**src/rtl/stat_pkg.sv**
```systemverilog
package stat_pkg;
  localparam int STB_W       = 8;
  localparam int MSS_BIT     = 6;
  localparam int STD_SUM_BIT = 5;
  localparam int SET_STRIDE  = 4;
  localparam int OFS_COND    = 0;
  localparam int OFS_EVT     = 1;
  localparam int OFS_EN      = 2;

  // Status-byte position of the summary bit of group s
  function automatic int sum_pos(int s);
    return (s == 0) ? STD_SUM_BIT : s - 1;
  endfunction

  // Master summary: enabled status bits, with the master bit itself excluded
  function automatic logic mss_of(logic [STB_W-1:0] stb, logic [STB_W-1:0] sre);
    logic [STB_W-1:0] m;
    m = stb & sre;
    m[MSS_BIT] = 1'b0;
    return |m;
  endfunction
endpackage

```
**src/rtl/stat_evset.sv**
```systemverilog
module stat_evset #(
  parameter int W        = 8,
  parameter bit HAS_COND = 1'b1
) (
  input  logic         clk_i,
  input  logic         rst_ni,
  input  logic [W-1:0] cond_i,
  input  logic [W-1:0] pulse_i,
  input  logic         clr_all_i,
  input  logic         rd_clr_i,
  input  logic         en_we_i,
  input  logic [W-1:0] en_wd_i,
  output logic [W-1:0] cond_o,
  output logic [W-1:0] event_o,
  output logic [W-1:0] enable_o,
  output logic [W-1:0] set_o,
  output logic         summary_o
);
  function automatic logic [W-1:0] rise_of(logic [W-1:0] now, logic [W-1:0] prev);
    return now & ~prev;
  endfunction

  function automatic logic reduce_sum(logic [W-1:0] ev, logic [W-1:0] en);
    return |(ev & en);
  endfunction

  logic [W-1:0] ev_q, en_q;

  if (HAS_COND) begin : g_cond
    logic [W-1:0] cond_q;
    logic         unused_pulse;
    assign unused_pulse = ^pulse_i;
    always_ff @(posedge clk_i) begin
      if (!rst_ni) cond_q <= '0;
      else         cond_q <= cond_i;
    end
    assign set_o  = rise_of(cond_i, cond_q);
    assign cond_o = cond_i;
  end else begin : g_pulse
    logic unused_cond;
    assign unused_cond = ^cond_i;
    assign set_o  = pulse_i;
    assign cond_o = '0;
  end

  always_ff @(posedge clk_i) begin
    if (!rst_ni) begin
      ev_q <= '0;
      en_q <= '0;
    end else begin
      ev_q <= ((clr_all_i || rd_clr_i) ? '0 : ev_q) | set_o;
      if (en_we_i) en_q <= en_wd_i;
    end
  end

  assign event_o   = ev_q;
  assign enable_o  = en_q;
  assign summary_o = reduce_sum(ev_q, en_q);
endmodule

```
**src/rtl/stat_req_gen.sv**
```systemverilog
module stat_req_gen import stat_pkg::*; #(
  parameter int NSETS = 3
) (
  input  logic             clk_i,
  input  logic             rst_ni,
  input  logic [NSETS-1:0] sum_i,
  input  logic             sre_we_i,
  input  logic [STB_W-1:0] sre_wd_i,
  output logic [STB_W-1:0] stb_o,
  output logic [STB_W-1:0] sre_o,
  output logic             mss_o
);
  logic [STB_W-1:0] sre_q, base;

  always_ff @(posedge clk_i) begin
    if (!rst_ni)       sre_q <= '0;
    else if (sre_we_i) sre_q <= sre_wd_i;
  end

  always_comb begin
    base = '0;
    for (int s = 0; s < NSETS; s++) base[3'(sum_pos(s))] = sum_i[s];
    mss_o = mss_of(base, sre_q);
    stb_o = base;
    stb_o[MSS_BIT] = mss_o;
  end

  assign sre_o = sre_q;
endmodule

```
**src/rtl/stat_srq_core.sv**
```systemverilog
module stat_srq_core import stat_pkg::*; #(
  parameter int NUM_COND = 2,
  parameter int DATA_W   = 8,
  parameter int ADDR_W   = 6,
  parameter int STB_ADDR = 62,
  parameter int SRE_ADDR = 63
) (
  input  logic                     clk_i,
  input  logic                     rst_ni,
  input  logic [ADDR_W-1:0]        addr_i,
  input  logic                     wr_en_i,
  input  logic [DATA_W-1:0]        wr_data_i,
  input  logic                     rd_en_i,
  output logic [DATA_W-1:0]        rd_data_o,
  input  logic                     clr_all_i,
  input  logic [DATA_W-1:0]        std_evt_i,
  input  logic [NUM_COND*DATA_W-1:0] cond_i,
  output logic                     srq_o
);
  localparam int NSETS = NUM_COND + 1;

  logic [NSETS*DATA_W-1:0] ev_all, en_all, set_all, cnd_all;
  logic [NSETS*DATA_W-1:0] cond_src, pulse_src;
  logic [NSETS-1:0]        sum_all, rdclr_all, enwe_all;
  logic [STB_W-1:0]        stb_w, sre_w;
  logic                    mss_w, sre_we;

  for (genvar s = 0; s < NSETS; s++) begin : g_set
    localparam int BASE = s * SET_STRIDE;
    if (s == 0) begin : g_std
      assign cond_src[s*DATA_W +: DATA_W]  = '0;
      assign pulse_src[s*DATA_W +: DATA_W] = std_evt_i;
    end else begin : g_cnd
      assign cond_src[s*DATA_W +: DATA_W]  = cond_i[(s-1)*DATA_W +: DATA_W];
      assign pulse_src[s*DATA_W +: DATA_W] = '0;
    end
    assign rdclr_all[s] = rd_en_i && (addr_i == ADDR_W'(BASE + OFS_EVT));
    assign enwe_all[s]  = wr_en_i && (addr_i == ADDR_W'(BASE + OFS_EN));

    stat_evset #(.W(DATA_W), .HAS_COND(s != 0)) u_set (
      .clk_i     (clk_i),
      .rst_ni    (rst_ni),
      .cond_i    (cond_src[s*DATA_W +: DATA_W]),
      .pulse_i   (pulse_src[s*DATA_W +: DATA_W]),
      .clr_all_i (clr_all_i),
      .rd_clr_i  (rdclr_all[s]),
      .en_we_i   (enwe_all[s]),
      .en_wd_i   (wr_data_i),
      .cond_o    (cnd_all[s*DATA_W +: DATA_W]),
      .event_o   (ev_all[s*DATA_W +: DATA_W]),
      .enable_o  (en_all[s*DATA_W +: DATA_W]),
      .set_o     (set_all[s*DATA_W +: DATA_W]),
      .summary_o (sum_all[s])
    );
  end

  assign sre_we = wr_en_i && (addr_i == ADDR_W'(SRE_ADDR));

  stat_req_gen #(.NSETS(NSETS)) u_req (
    .clk_i    (clk_i),
    .rst_ni   (rst_ni),
    .sum_i    (sum_all),
    .sre_we_i (sre_we),
    .sre_wd_i (wr_data_i[STB_W-1:0]),
    .stb_o    (stb_w),
    .sre_o    (sre_w),
    .mss_o    (mss_w)
  );

  always_comb begin
    rd_data_o = '0;
    if (addr_i == ADDR_W'(STB_ADDR)) rd_data_o = DATA_W'(stb_w);
    if (addr_i == ADDR_W'(SRE_ADDR)) rd_data_o = DATA_W'(sre_w);
    for (int s = 0; s < NSETS; s++) begin
      if (addr_i == ADDR_W'(s*SET_STRIDE + OFS_COND)) rd_data_o = cnd_all[s*DATA_W +: DATA_W];
      if (addr_i == ADDR_W'(s*SET_STRIDE + OFS_EVT))  rd_data_o = ev_all[s*DATA_W +: DATA_W];
      if (addr_i == ADDR_W'(s*SET_STRIDE + OFS_EN))   rd_data_o = en_all[s*DATA_W +: DATA_W];
    end
  end

  assign srq_o = mss_w;
endmodule

```
**config.mk**
```make
export PLATFORM = sky130hd
export DESIGN_NAME = stat_srq_core
export DESIGN_NICKNAME = d
export VERILOG_FILES = /design/src/rtl/stat_pkg.sv /design/src/rtl/stat_evset.sv /design/src/rtl/stat_req_gen.sv /design/src/rtl/stat_srq_core.sv
export SDC_FILE = /design/constraint.sdc
export NUM_CORES = 1
export LEC_CHECK = 0
export CAP_MARGIN = 20
export CORE_MARGIN = 5
export CORE_UTILIZATION = 32
export DETAILED_ROUTE_END_ITERATION = 7
export PLACE_DENSITY_LB_ADDON = 0.05
export REMOVE_ABC_BUFFERS = 1
export SLEW_MARGIN = 20
export SYNTH_ARGS = -nofsm -noshare
export SYNTH_HDL_FRONTEND = slang
export SYNTH_SLANG_ARGS = --single-unit
export TNS_END_PERCENT = 5
```
**constraint.sdc**
```tcl
create_clock -name clk_i -period 3.63 [get_ports clk_i]
set_input_delay 1.089 -clock clk_i [delete_from_list [all_inputs] [get_ports clk_i]]
set_output_delay 1.089 -clock clk_i [all_outputs]
set_load 0.01 [all_outputs]
```
Yosys cells after proc, flatten, opt, wreduce, memory -nomap -nowiden
Index checks and enable logic that the tools add are counted.
Widths: inputs -> output; s select.

storage, ports and cells
  flip-flop bits (word level) = 72

cells by class
  eq/ne operators = 10
  mux-type cells = 14
  bitwise operators = 10
  reduce and logical (&&, ||, !) cells = 14

operator list
  operator            number
  $mux 8              13
  $and 8x8->8         4
  $or 8x8->8          3
  $eq 6x3->1 const B  3
  $eq 6x4->1 const B  3
  $not 8->8           2
  $reduce_or 8->1     2
  $eq 6x6->1 const B  2
  $and 2x8->8         1
  $logic_and 1x1->1   7
  $mux 7              1
  $reduce_or 7->1     1
  $eq 6x1->1 const B  1
  $eq 6x2->1 const B  1
  $logic_not 6->1     1
  $logic_or 1x1->1    3

Longest topological paths before layout
  depth in word-level cells = 15
  depth in mapped cells = 7
  depth with buffers taken out = 5

Cells and area by module
A second synthesis with hierarchy kept.

second synthesis, totals
  cells, all modules = 472
  area, all modules = 4354.2 um^2

by module, submodules not included
  module                           times used  cells an instance  area an instance (um^2)
  stat_evset (g_set[1].u_set ...)  2           90                 1013.5
  stat_srq_core                    1           183                1141.1
  stat_evset (g_set[0].u_set)      1           74                 812.0
  stat_req_gen                     1           35                 374.1

Worst setup path after synthesis
Ideal clock, no wire load.

  path kind = input to output
  start = in addr_i[4]
  end = out rd_data_o[5]
  arrival time = 2.535 ns
  required time = 2.541 ns
  path slack = 0.006 ns
  stages = 7
  path buffers = 2
  path through = buf_2 or4b_4 buf_6 nor2_8 a2111oi_1 o221a_1 a211oi_2

between the ends
  cells in the longest elaborated chain, start to end = 11
  elaborated cells between the ends (all ways) = 20
  those cells by class = 9 x eq/ne; 10 x mux; 1 x reduce/logical

RTL lines
  item                RTL line             RTL
  start: declaration  stat_srq_core.sv:10  input logic [ADDR_W-1:0] addr_i,
  $eq 6x6->1          stat_srq_core.sv:73  if (addr_i == ADDR_W'(SRE_ADDR)) rd_data_o = DATA_W'(sre_w);
  $mux 8              stat_srq_core.sv:73
  $mux 8              stat_srq_core.sv:75  if (addr_i == ADDR_W'(s*SET_STRIDE + OFS_COND)) rd_data_o = cnd_all[s*DATA_W +: DATA_W];
  $mux 8              stat_srq_core.sv:76  if (addr_i == ADDR_W'(s*SET_STRIDE + OFS_EVT)) rd_data_o = ev_all[s*DATA_W +: DATA_W];
  $mux 8              stat_srq_core.sv:77  if (addr_i == ADDR_W'(s*SET_STRIDE + OFS_EN)) rd_data_o = en_all[s*DATA_W +: DATA_W];
  $mux 8              stat_srq_core.sv:75
  $mux 8              stat_srq_core.sv:76
  $mux 8              stat_srq_core.sv:77
  $mux 8              stat_srq_core.sv:75
  $mux 8              stat_srq_core.sv:76
  $mux 8 (*)          stat_srq_core.sv:77
  end: declaration    stat_srq_core.sv:14  output logic [DATA_W-1:0] rd_data_o,

Every way passes the cells marked *; elsewhere a longest branch is shown, timed or not.

Worst setup path in the final report
  start = in addr_i[2]
  end = out rd_data_o[2]

The elaborated chain is that of the path after synthesis.

==> flow_summary.toml <==
[critical_path]
cp_max_fo = 7
arrival_ns = 2.67
start_kind = "primary input"
r2r_cells = 2
cp_data_required_time_ns = 2.54
r2r-end = "g_set[2].u_set.enable_o[6]"
cp-end-kind = "primary output"
reg2reg_from = "g_set[2].u_set.enable_o[6]"
rrSetupSlack_ns = 2.94
critPathKind = "in2out"

[placed_design]
dp.cells = 623
dp_slack_ns = -1.07
hpwlAfterDp_um = 8770
gp_congestion = 0.876
port_buffers = 51

[logic_synthesis]
synth_mux_area_frac = 0.0880
synth_cell_types = 50
syn-instance-count = 404
synth-simple-area-share = 0.249
synth-compound-area-share = 0.194
yosysTopAreaCellShare = 0.409
synth_top_family_by_area = "simple AND/OR/NAND/NOR gates"
async_reset_ff_frac = 0
synthTopCellsByArea = "dfxtp_1 41%, mux2i_1 8.8%, nor2b_1 6.2%, nand2_1 5.6%, a22oi_1 3.2%"
synth-edff-count = 0
synth-adder-area-share = 0
synth.most_common_cell = "dfxtp_1"
synth_top_area_cell = "dfxtp_1"
ys_ff_latch = 72
synth_seq_area_share = 0.409
synthTopCellsByCount = "72 x dfxtp_1, 53 x nand2_1, 35 x nor2b_1"
synth_xor_area_frac = 0.00248
syn_area_um2 = 3530
ys.flop_type = "dfxtp_1"
synth.avg_cell_area_um2 = 8.73
ys.warnings.count = 0

[cts]
cts.sinks = 72
hold_buffers = 0
numCtsBuffers = 9
cts.clk_slew.worst_paths_ns = 0.07
htreeDepth = 3
clk_latency_ns = 0.35
ctsLongestPathBuffers = 2
cts_tree = "built"
root_buffer = "clkbuf_8"

[global_routing]
grt_pass1_vias = 3232
grt_pass1_wl_um = 17900
grt_usage = 0.180
grt_max_degree = 57
overflow = 0
antenna_found_initial = 0

[detailed_routing]
drt-total-wl_um = 11700
wl_per_cell_um = 18.0
vias = 3280
drt-initial-drc-count = 111
via_per_inst = 5.07
postRouteAntennaNets = 0
drc = 0
dr.pass1.iters = 4

[timing]
fmax_ghz = 0.266
rsz0062_at_grt = "true"
fin_ws_ns = -0.126
setup_viol = 8
drv_slew = 0
final_hold_viol_count = 0
setup_tns_ns = -0.779
fin_crit_sh = 1.03
relSlewSlack = 0.333
worst_pin_slew_ns = 0.996
whs_ns = 0.418
clock_skew_ns = 0.00135
fin_crit_ns = 3.76

[pwr]
power_density_nw_per_um2 = 373
power_switching_uw = 440
power_frac_comb = 0.129
p_sw_frac = 0.242
power_frac_clock = 0.410
p_leak_nw = 2.06
peakVddDrop_mv = 0.202
power.internal_mw = 1.38
seq_power_share = 0.461
power.total_mw = 1.82

[layout]
drive_gt1_frac = 0.245
nets = 545
antenna_cells = 0
syn_to_final_growth_pct = 38.3
fin_cells = 647
nFillCells = 1124

[floorplanning]
initial_core_util = 0.325
io_pins = 52
die_y_um = 115
core_area_um2 = 10800
fp-row-count = 38
die_w_um = 115
die_area_um2 = 13200

[hold_path]
hold_depth = 1
holdPathEnd = "g_set[2].u_set.event_o[3]"
min-delay-start = "g_set[2].u_set.g_cond.cond_q[3]"
hold_path.class = "reg2reg"

[outcome]
status = "complete, but fails checks"
violations = "negative setup slack"

[job]
cap_violations = 0
-- routing by layer --
layer,global-route usage,vias up,share of wire,wire (um)
met1,0.241,1575,0.47,5500
met5,0,-,0,0
met3,0.0389,16,0.036,418
met2,0.285,67,0.47,5510
met4,0.0681,0,0.020,231
li1,-,1622,-,-
-- layout by cell type, fill, tap and decap left out, types with 15 or more instances in the layout --
master,n
nor2b_1,33
nand2_1,52
dfxtp_1,72
inv_1,18
clkdlybuf4s50_1,36
buf_4,55
nand3_1,15
a22oi_1,15
mux2i_1,31
o21ai_0,19
nor2_1,15
-- kinds of logic (layout without fill, tap and decap cells) --
family	count (synthesis)	after routing
XOR/XNOR	1	1
multiplexers	31	31
AO/OA/AOI/OAI	97	97
flip-flops	72	72
buffers and inverters	44	147
AND/OR/NAND/NOR	159	159
-- cell type report --
type / count / area, um2 / share of cell area
clock buffer: 12 / 165 / 0.0338
clock inverter: 4 / 75.1 / 0.0154
inverter: 18 / 67.6 / 0.0138
multi-input combinational: 288 / 1990 / 0.408
sequential: 72 / 1440 / 0.295
tap: 140 / 175 / 0.0359
timing repair buffer: 113 / 966 / 0.198
-- repair_timing --
action,in CTS,in global routing
setup endpoints to repair,8,8
resized for setup,84,8
setup buffers,6,1
gates cloned,1,0
pin swaps,10,7
hold endpoints to repair,0,0
-- state kept, by name (all words and copies together), names as in the netlist --
| name | flops |
|---|---|
| g_set.u_set.g_cond.cond_q | 16 |
| u_req.sre_o | 8 |
| g_set.u_set.enable_o | 24 |
| g_set.u_set.event_o | 24 |
-- power groups by stage --
stage | Combinational (mW) | Clock [mW] | Sequential (mW)
floorplan | 0.0741 | 0 | 0.850
detailed placement | 0.228 | 0 | 0.859
global route | 0.254 | 0.807 | 0.843
CTS | 0.235 | 0.777 | 0.840
finish | 0.235 | 0.748 | 0.840
global placement | 0.227 | 0 | 0.858
-- per-stage QoR --
| stage | area [um2] | utilization |
|---|---|---|
| after floorplan | 3390 | - |
| after global placement | 4510 | 0.416 |
| after detailed placement | 4510 | 0.416 |
| after CTS | 4850 | 0.447 |
| after global routing | 4880 | 0.450 |
| final | 4880 | 0.450 |
-- worst max path at each step --
| stage | startpoint | end | slack (ns) | cells after the start |
|---|---|---|---|---|
| global route | addr_i[2] | rd_data_o[4] | -0.20 | 9 |
| floorplan | addr_i[0] | rd_data_o[6] | -0.16 | 5 |
| finish | addr_i[2] | rd_data_o[2] | -0.13 | 9 |
| global placement | addr_i[3] | rd_data_o[5] | -1.05 | 7 |
| CTS | addr_i[4] | rd_data_o[3] | -0.18 | 9 |
| detailed placement | addr_i[3] | rd_data_o[4] | -1.07 | 7 |
-- worst max-delay path: stages --
cell	delay [ns]
buf_6	0.10
buf_12	0.13
nor4_4	0.34
buf_4	0.21
and3_1	0.20
a2111oi_2	0.05
o221a_1	0.24
a211oi_2	0.15
buf_2	0.16
Note: power is estimated with default switching activity, not from simulation.
